## src/rtl/sdram_init_pkg.sv

```systemverilog
package sdram_init_pkg;

  // {csN, rasN, casN, weN}
  typedef enum logic [3:0] {
    CMD_DESEL = 4'b1111,
    CMD_NOP   = 4'b0111,
    CMD_PRECH = 4'b0010,
    CMD_AREF  = 4'b0001,
    CMD_MODE  = 4'b0000
  } cmd_e;

  typedef enum logic [1:0] {
    GAP_PAUSE,
    GAP_TRP,
    GAP_TRFC,
    GAP_TMRD
  } gap_sel_e;

  typedef enum logic [1:0] {
    ADR_ZERO,
    ADR_ALLBANK,
    ADR_MODE,
    ADR_EXT
  } adr_sel_e;

  // strobes from control to datapath
  typedef struct packed {
    cmd_e     cmd;
    adr_sel_e adrSel;
    logic     cntLoad;
    gap_sel_e cntSel;
    logic     cntDec;
    logic     arefClr;
    logic     arefInc;
    logic     ckeOn;
    logic     doneP;
    logic     armTimer;
  } strobe_t;

endpackage

```

## src/rtl/sdram_init_ctrl.sv

```systemverilog
module sdram_init_ctrl
  import sdram_init_pkg::*;
(
  input  logic    clk,
  input  logic    rstN,
  input  logic    start,
  input  logic    cntZero,
  input  logic    arefAll,
  output strobe_t stb
);

  typedef enum logic [3:0] {
    ST_IDLE, ST_PAUSE, ST_NOP, ST_PRECH, ST_PRE_GAP,
    ST_AREF, ST_AREF_GAP, ST_LMR, ST_LMR_GAP,
    ST_EMR, ST_EMR_GAP, ST_DONE, ST_RUN
  } state_e;

  state_e state, nxt;

  always_ff @(posedge clk or negedge rstN) begin
    if (!rstN) state <= ST_IDLE;
    else       state <= nxt;
  end

  always_comb begin
    stb        = '0;
    stb.cmd    = CMD_NOP;
    stb.adrSel = ADR_ZERO;
    stb.cntSel = GAP_PAUSE;
    nxt        = state;
    case (state)
      ST_IDLE: begin
        stb.cmd = CMD_DESEL;
        if (start) begin
          stb.cntLoad = 1'b1;
          stb.cntSel  = GAP_PAUSE;
          nxt         = ST_PAUSE;
        end
      end
      ST_PAUSE: begin
        stb.cmd = CMD_DESEL;
        if (cntZero) nxt = ST_NOP;
        else         stb.cntDec = 1'b1;
      end
      ST_NOP: begin
        stb.ckeOn = 1'b1;
        nxt       = ST_PRECH;
      end
      ST_PRECH: begin
        stb.cmd     = CMD_PRECH;
        stb.adrSel  = ADR_ALLBANK;
        stb.cntLoad = 1'b1;
        stb.cntSel  = GAP_TRP;
        stb.arefClr = 1'b1;
        nxt         = ST_PRE_GAP;
      end
      ST_PRE_GAP: begin
        if (cntZero) nxt = ST_AREF;
        else         stb.cntDec = 1'b1;
      end
      ST_AREF: begin
        stb.cmd     = CMD_AREF;
        stb.arefInc = 1'b1;
        stb.cntLoad = 1'b1;
        stb.cntSel  = GAP_TRFC;
        nxt         = ST_AREF_GAP;
      end
      ST_AREF_GAP: begin
        if (cntZero) nxt = arefAll ? ST_LMR : ST_AREF;
        else         stb.cntDec = 1'b1;
      end
      ST_LMR: begin
        stb.cmd     = CMD_MODE;
        stb.adrSel  = ADR_MODE;
        stb.cntLoad = 1'b1;
        stb.cntSel  = GAP_TMRD;
        nxt         = ST_LMR_GAP;
      end
      ST_LMR_GAP: begin
        if (cntZero) nxt = ST_EMR;
        else         stb.cntDec = 1'b1;
      end
      ST_EMR: begin
        stb.cmd     = CMD_MODE;
        stb.adrSel  = ADR_EXT;
        stb.cntLoad = 1'b1;
        stb.cntSel  = GAP_TMRD;
        nxt         = ST_EMR_GAP;
      end
      ST_EMR_GAP: begin
        if (cntZero) nxt = ST_DONE;
        else         stb.cntDec = 1'b1;
      end
      ST_DONE: begin
        stb.doneP    = 1'b1;
        stb.armTimer = 1'b1;
        nxt          = ST_RUN;
      end
      ST_RUN:  nxt = ST_RUN;
      default: nxt = ST_IDLE;
    endcase
  end

endmodule

```

## src/rtl/sdram_init_dpath.sv

```systemverilog
module sdram_init_dpath
  import sdram_init_pkg::*;
#(
  parameter int unsigned ADDR_W    = 13,
  parameter int unsigned DLY_W     = 4,
  parameter int unsigned PAUSE_CYC = 20000,
  parameter int unsigned REF_CYC   = 1562,
  parameter int unsigned NUM_AREF  = 8
) (
  input  logic              clk,
  input  logic              rstN,
  input  strobe_t           stb,
  input  logic [DLY_W-1:0]  tRp,
  input  logic [DLY_W-1:0]  tRfc,
  input  logic [DLY_W-1:0]  tMrd,
  input  logic [ADDR_W-1:0] modeWord,
  input  logic [ADDR_W-1:0] extModeWord,
  input  logic              refreshAck,
  output logic              cntZero,
  output logic              arefAll,
  output logic              cke,
  output logic              csN,
  output logic              rasN,
  output logic              casN,
  output logic              weN,
  output logic [1:0]        ba,
  output logic [ADDR_W-1:0] addr,
  output logic              initDone,
  output logic              refreshReq
);

  localparam int unsigned PAUSE_W = $clog2(PAUSE_CYC + 1);
  localparam int unsigned CNT_W   = (PAUSE_W > DLY_W) ? PAUSE_W : DLY_W;
  localparam int unsigned AREF_W  = $clog2(NUM_AREF + 1);
  localparam int unsigned TMR_W   = $clog2(REF_CYC + 1);
  localparam int unsigned AP_BIT  = 10;

  logic [CNT_W-1:0]  gapCnt, gapLoad;
  logic [AREF_W-1:0] arefCnt;
  logic [TMR_W-1:0]  tmrCnt;
  logic              tmrRun;
  logic [ADDR_W-1:0] addrNxt;

  // shared gap / pause counter
  always_comb begin
    case (stb.cntSel)
      GAP_PAUSE: gapLoad = CNT_W'(PAUSE_CYC - 1);
      GAP_TRP:   gapLoad = CNT_W'(tRp);
      GAP_TRFC:  gapLoad = CNT_W'(tRfc);
      default:   gapLoad = CNT_W'(tMrd);
    endcase
  end

  always_ff @(posedge clk or negedge rstN) begin
    if (!rstN)            gapCnt <= '0;
    else if (stb.cntLoad) gapCnt <= gapLoad;
    else if (stb.cntDec)  gapCnt <= gapCnt - CNT_W'(1);
  end

  assign cntZero = (gapCnt == '0);

  // auto-refresh tally
  always_ff @(posedge clk or negedge rstN) begin
    if (!rstN)            arefCnt <= '0;
    else if (stb.arefClr) arefCnt <= '0;
    else if (stb.arefInc) arefCnt <= arefCnt + AREF_W'(1);
  end

  assign arefAll = (arefCnt == AREF_W'(NUM_AREF));

  // registered pin drive
  always_comb begin
    case (stb.adrSel)
      ADR_ALLBANK: addrNxt = ADDR_W'(1) << AP_BIT;
      ADR_MODE:    addrNxt = modeWord;
      ADR_EXT:     addrNxt = extModeWord;
      default:     addrNxt = '0;
    endcase
  end

  always_ff @(posedge clk or negedge rstN) begin
    if (!rstN) begin
      {csN, rasN, casN, weN} <= CMD_DESEL;
      cke      <= 1'b0;
      ba       <= 2'b00;
      addr     <= '0;
      initDone <= 1'b0;
    end else begin
      {csN, rasN, casN, weN} <= stb.cmd;
      if (stb.ckeOn) cke <= 1'b1;
      ba       <= (stb.adrSel == ADR_EXT) ? 2'b10 : 2'b00;
      addr     <= addrNxt;
      initDone <= stb.doneP;
    end
  end

  // periodic refresh timer
  always_ff @(posedge clk or negedge rstN) begin
    if (!rstN) begin
      tmrRun     <= 1'b0;
      tmrCnt     <= '0;
      refreshReq <= 1'b0;
    end else begin
      if (stb.armTimer) begin
        tmrRun <= 1'b1;
        tmrCnt <= TMR_W'(REF_CYC - 1);
      end else if (tmrRun) begin
        if (tmrCnt == '0) tmrCnt <= TMR_W'(REF_CYC - 1);
        else              tmrCnt <= tmrCnt - TMR_W'(1);
      end
      if (tmrRun && tmrCnt == '0) refreshReq <= 1'b1;
      else if (refreshAck)        refreshReq <= 1'b0;
    end
  end

endmodule

```

## src/rtl/sdram_init_seq.sv

```systemverilog
module sdram_init_seq
  import sdram_init_pkg::*;
#(
  parameter int unsigned CLK_HZ   = 100_000_000,
  parameter int unsigned ADDR_W   = 13,
  parameter int unsigned DLY_W    = 4,
  parameter int unsigned NUM_AREF = 8
) (
  input  logic              clk,
  input  logic              rstN,
  input  logic              start,
  input  logic [DLY_W-1:0]  tRp,
  input  logic [DLY_W-1:0]  tRfc,
  input  logic [DLY_W-1:0]  tMrd,
  input  logic [ADDR_W-1:0] modeWord,
  input  logic [ADDR_W-1:0] extModeWord,
  input  logic              refreshAck,
  output logic              cke,
  output logic              csN,
  output logic              rasN,
  output logic              casN,
  output logic              weN,
  output logic [1:0]        ba,
  output logic [ADDR_W-1:0] addr,
  output logic              initDone,
  output logic              refreshReq
);

  // 200 us settling pause and 15.625 us refresh period, in clock cycles
  localparam int unsigned PAUSE_CYC = (CLK_HZ / 1_000_000) * 200;
  localparam int unsigned REF_CYC   =
    32'((64'(CLK_HZ) / 64'd1000 * 64'd15625) / 64'd1_000_000);

  strobe_t stb;
  logic    cntZero;
  logic    arefAll;

  sdram_init_ctrl u_ctrl (
    .clk     (clk),
    .rstN    (rstN),
    .start   (start),
    .cntZero (cntZero),
    .arefAll (arefAll),
    .stb     (stb)
  );

  sdram_init_dpath #(
    .ADDR_W    (ADDR_W),
    .DLY_W     (DLY_W),
    .PAUSE_CYC (PAUSE_CYC),
    .REF_CYC   (REF_CYC),
    .NUM_AREF  (NUM_AREF)
  ) u_dpath (
    .clk         (clk),
    .rstN        (rstN),
    .stb         (stb),
    .tRp         (tRp),
    .tRfc        (tRfc),
    .tMrd        (tMrd),
    .modeWord    (modeWord),
    .extModeWord (extModeWord),
    .refreshAck  (refreshAck),
    .cntZero     (cntZero),
    .arefAll     (arefAll),
    .cke         (cke),
    .csN         (csN),
    .rasN        (rasN),
    .casN        (casN),
    .weN         (weN),
    .ba          (ba),
    .addr        (addr),
    .initDone    (initDone),
    .refreshReq  (refreshReq)
  );

endmodule

```

## config.mk

```make
export PLATFORM = sky130hd
export DESIGN_NAME = sdram_init_seq
export DESIGN_NICKNAME = d
export VERILOG_FILES = /design/src/rtl/sdram_init_pkg.sv /design/src/rtl/sdram_init_ctrl.sv /design/src/rtl/sdram_init_dpath.sv /design/src/rtl/sdram_init_seq.sv
export SDC_FILE = /design/constraint.sdc
export NUM_CORES = 1
export LEC_CHECK = 0
export ABC_AREA = 1
export CAP_MARGIN = 20
export CORE_UTILIZATION = 55
export CTS_BUF_LIST = sky130_fd_sc_hd__clkbuf_16
export CTS_CLUSTER_SIZE = 40
export DETAILED_ROUTE_END_ITERATION = 7
export PLACE_DENSITY_LB_ADDON = 0.08
export SYNTH_ARGS = -nofsm -noshare
export SYNTH_HDL_FRONTEND = slang
export SYNTH_SLANG_ARGS = --single-unit
export TNS_END_PERCENT = 20
```

## constraint.sdc

```tcl
create_clock -name clk -period 4.6 [get_ports clk]
set_input_delay 0.46 -clock clk [delete_from_list [all_inputs] [get_ports clk]]
set_output_delay 0.46 -clock clk [all_outputs]
set_load 0.05 [all_outputs]
```

==> run_results.csv <==
group,metric,value,unit
power_and_ir_drop,leakage,1.94,nW
timing,rsz0062_at_grt,"false",
logic_synthesis,syn-cell-area,2970,um^2
setup_path,worst-path-buf-inv,1,
grt,antenna_found_initial,0,
routing,final_antenna_net_count,0,
power_and_ir_drop,combPwrFrac,0.517,
timing,finalMaxSlewViolations,0,
logic_synthesis,syn_area_per_cell,7.79,um^2
grt,grt_use_total,0.243,
setup_path,critPathMaxFanout,1,
timing,final.period_utilization,0.450,
die,initial_utilization,0.578,
cts,postCtsSetupRepairBufs,0,
grt,grt_pass1_wl,10.4,mm
setup_path,required,4.14,ns
cts,clock-sinks,56,
cts,cts_tree,"yes",
timing,setup_violations,0,
power_and_ir_drop,clkPwrFrac,0.163,
die,die_w,75.5,um
setup_path,arrival,1.61,ns
setup_path,critPathSlowestCell,"clkdlybuf4s50_1",
routing,drc_errors,0,
outcome,status,"complete, no violations",
setup_path,endpoint_kind,"output port",
power_and_ir_drop,p_sw_frac,0.462,
setup_path,critPathLaunchType,"flop",
timing,relSlewSlack,0.543,
logic_synthesis,netlist_instances,381,
cts,cts_inserted_buffers,5,
power_and_ir_drop,vdd_drop_max,0.339,mV
finish,syn_to_final_growth,27.7,%
routing,via_per_inst,5.12,
logic_synthesis,yosysWarnings,0,
routing,wl_per_cell,12.4,um
die,core_area,5140,um^2
power_and_ir_drop,power_density,680,nW/um^2
power_and_ir_drop,p_int,0.00139,W
cts,cts_hold_buffers,0,
finish,fin_nets,491,
finish,design_area,3790,um^2
timing,tightest_slew,0.686,ns
logic_synthesis,synth-seq-area-share,0.474,
place,port_buffers,62,
logic_synthesis,synth_cell_types,31,
setup_path,slowest_delay,0.79,ns
finish,drive_above_1_share,0.0607,
grt,grt_pass1_vias,2471,
die,pin_count,64,
place,dp_slack,2.62,ns
die,die_h,75.5,um
power_and_ir_drop,seq_power_share,0.320,
timing,final.setup_skew,0.00455,ns
die,dieArea,5700,um^2
finish,layout_commonest_cell,"nand2_1",
setup_path,cpLargestDelayFamily,"buffers and inverters",
die,rows,26,
place,post-place-cells,507,
place,hpwl,4.65,mm
flow_run,drv_cap,0,
cts,h-tree-depth,2,
power_and_ir_drop,power.switching,0.00119,W
timing,min_period,2.07,ns
routing,drtIter0Drc,196,
place,routabilityCongestion,0.846,
cts,cts.path.max_buffers,2,
timing,finalWorstSetupSlack,2.53,ns
routing,routed_wl,6.39,mm
timing,clock.fmax,0.483,GHz
logic_synthesis,synth_fp_nets,428,
setup_path,worstSetupPathType,"reg -> out",
logic_synthesis,ys_seq_elements,56,
finish,fin_cells,515,
grt,grt.overflow.total,0,
finish,num_antenna_cells,0,
cts,root_buffer,"clkbuf_16",
finish,layout_common_cells,"nand2_1 (117), clkdlybuf4s50_1 (61), dfrtp_1 (52), nor2_1 (50), inv_1 (43)",
setup_path,path_cells,"clkdlybuf4s50_1",
grt,grt_start_max_net_pins,57,
cts,cts_resized,0,
routing,first_pass_iters,5,
timing,final.setup.tns,0,ns
place,dpl_cell_area,3630,um^2
routing,vias,2635,
cts,clk_pin_slew,0.07,ns
timing,hold_viol,0,
cts,clk_latency,0.29,ns
min_path,hold_class,"in -> async",
layer usage:
metal / vias up / global-route usage / wire, um
met5: - / 0 / 0
met2: 90 / 0.426 / 3100
met4: 0 / 0.0761 / 85
li1: 1331 / - / -
met3: 8 / 0.0476 / 380
met1: 1206 / 0.302 / 2820
cell families (layout without fill, tap and decap cells):
logic type      after synthesis  after routing  share of synthesized area
simple gates                221            221                      0.324
flops                        56             56                      0.474
fa+ha+maj                     5              5                     0.0211
buf+inv                      53            117                     0.0754
xor+xnor                      9              9                     0.0266
other cells                   1              1                    0.00126
compound gates               36             36                     0.0784
Yosys cell counts:
library cell  number  area share
nor3_1             5      0.0084
buf_4              4       0.010
o21ai_0           10       0.017
or2_2              1      0.0021
inv_2              4      0.0051
nor2_8             1      0.0067
nand4_1            4      0.0084
xor2_1             6       0.018
buf_6              1      0.0038
dfstp_2            4       0.035
ha_1               5       0.021
o22ai_1            4      0.0084
xnor2_1            3      0.0089
inv_1             42       0.053
o21ai_1            2      0.0034
dfrtp_1           52        0.44
a22o_1            12       0.035
nor2_4             1      0.0038
conb_1             1      0.0013
nand2_4            1      0.0038
nand2_1          117        0.15
buf_2              2      0.0034
a21o_1             1      0.0025
nor2_1            50       0.063
nand3_1           27       0.046
nand2_2            4      0.0084
nand3b_1           7       0.018
nand3_2            1      0.0034
and2_1             1      0.0021
a21oi_1            7       0.012
nor2_2             1      0.0021
layout make-up:
cell class | instances | area (um^2)
sequential | 56 | 1410
fill | 413 | 1350
multi-input combinational | 272 | 1340
timing repair buffer | 63 | 623
inverter | 46 | 173
clock buffer | 5 | 125
tap | 70 | 87.6
clock inverter | 3 | 38.8
final timing paths:
| path | startpoint | endpoint | slack [ns] | cells past startpoint |
|---|---|---|---|---|
| setup / recovery | u_dpath.casN | casN | 2.53 | 1 |
| hold / removal | rstN | u_dpath.tmrCnt[4] | 0.29 | 2 |
| setup reg to reg | u_dpath.gapCnt[0] | u_dpath.gapCnt[10] | 2.72 | 10 |
| hold reg to reg | u_dpath.cke | u_dpath.cke | 0.49 | 1 |
| max in group asynchronous | rstN | u_dpath.gapCnt[14] | 3.85 | 2 |
| min in group clk | u_dpath.cke | u_dpath.cke | 0.49 | 1 |
state kept, by name, indices dropped and copies added, names as in the netlist:
name,flops
u_dpath.weN,1
u_dpath.ba,1
u_dpath.addr,13
u_dpath.casN,1
u_dpath.gapCnt,15
u_dpath.initDone,1
u_dpath.refreshReq,1
u_dpath.tmrRun,1
u_dpath.tmrCnt,11
u_dpath.arefCnt,4
u_dpath.csN,1
u_ctrl.state,4
u_dpath.rasN,1
u_dpath.cke,1
per-stage QoR:
step,hold WS [ns],power [W],util
after detailed placement,0.459,0.00214,0.706
after global routing,0.373,0.00279,0.738
after floorplan,0.164,0.00186,-
after global placement,0.469,0.00210,0.706
final,0.286,0.00258,0.738
after CTS,0.329,0.00258,0.738
power by group through the flow:
stage | combinational (W) | clock, W | sequential, W
finish | 0.00133 | 0.000421 | 0.000824
global route | 0.00150 | 0.000444 | 0.000847
CTS | 0.00133 | 0.000425 | 0.000823
detailed placement | 0.00132 | 0 | 0.000829
global placement | 0.00128 | 0 | 0.000823
floorplan | 0.000920 | 0 | 0.000936
Note: power is estimated with default switching activity, not from simulation.
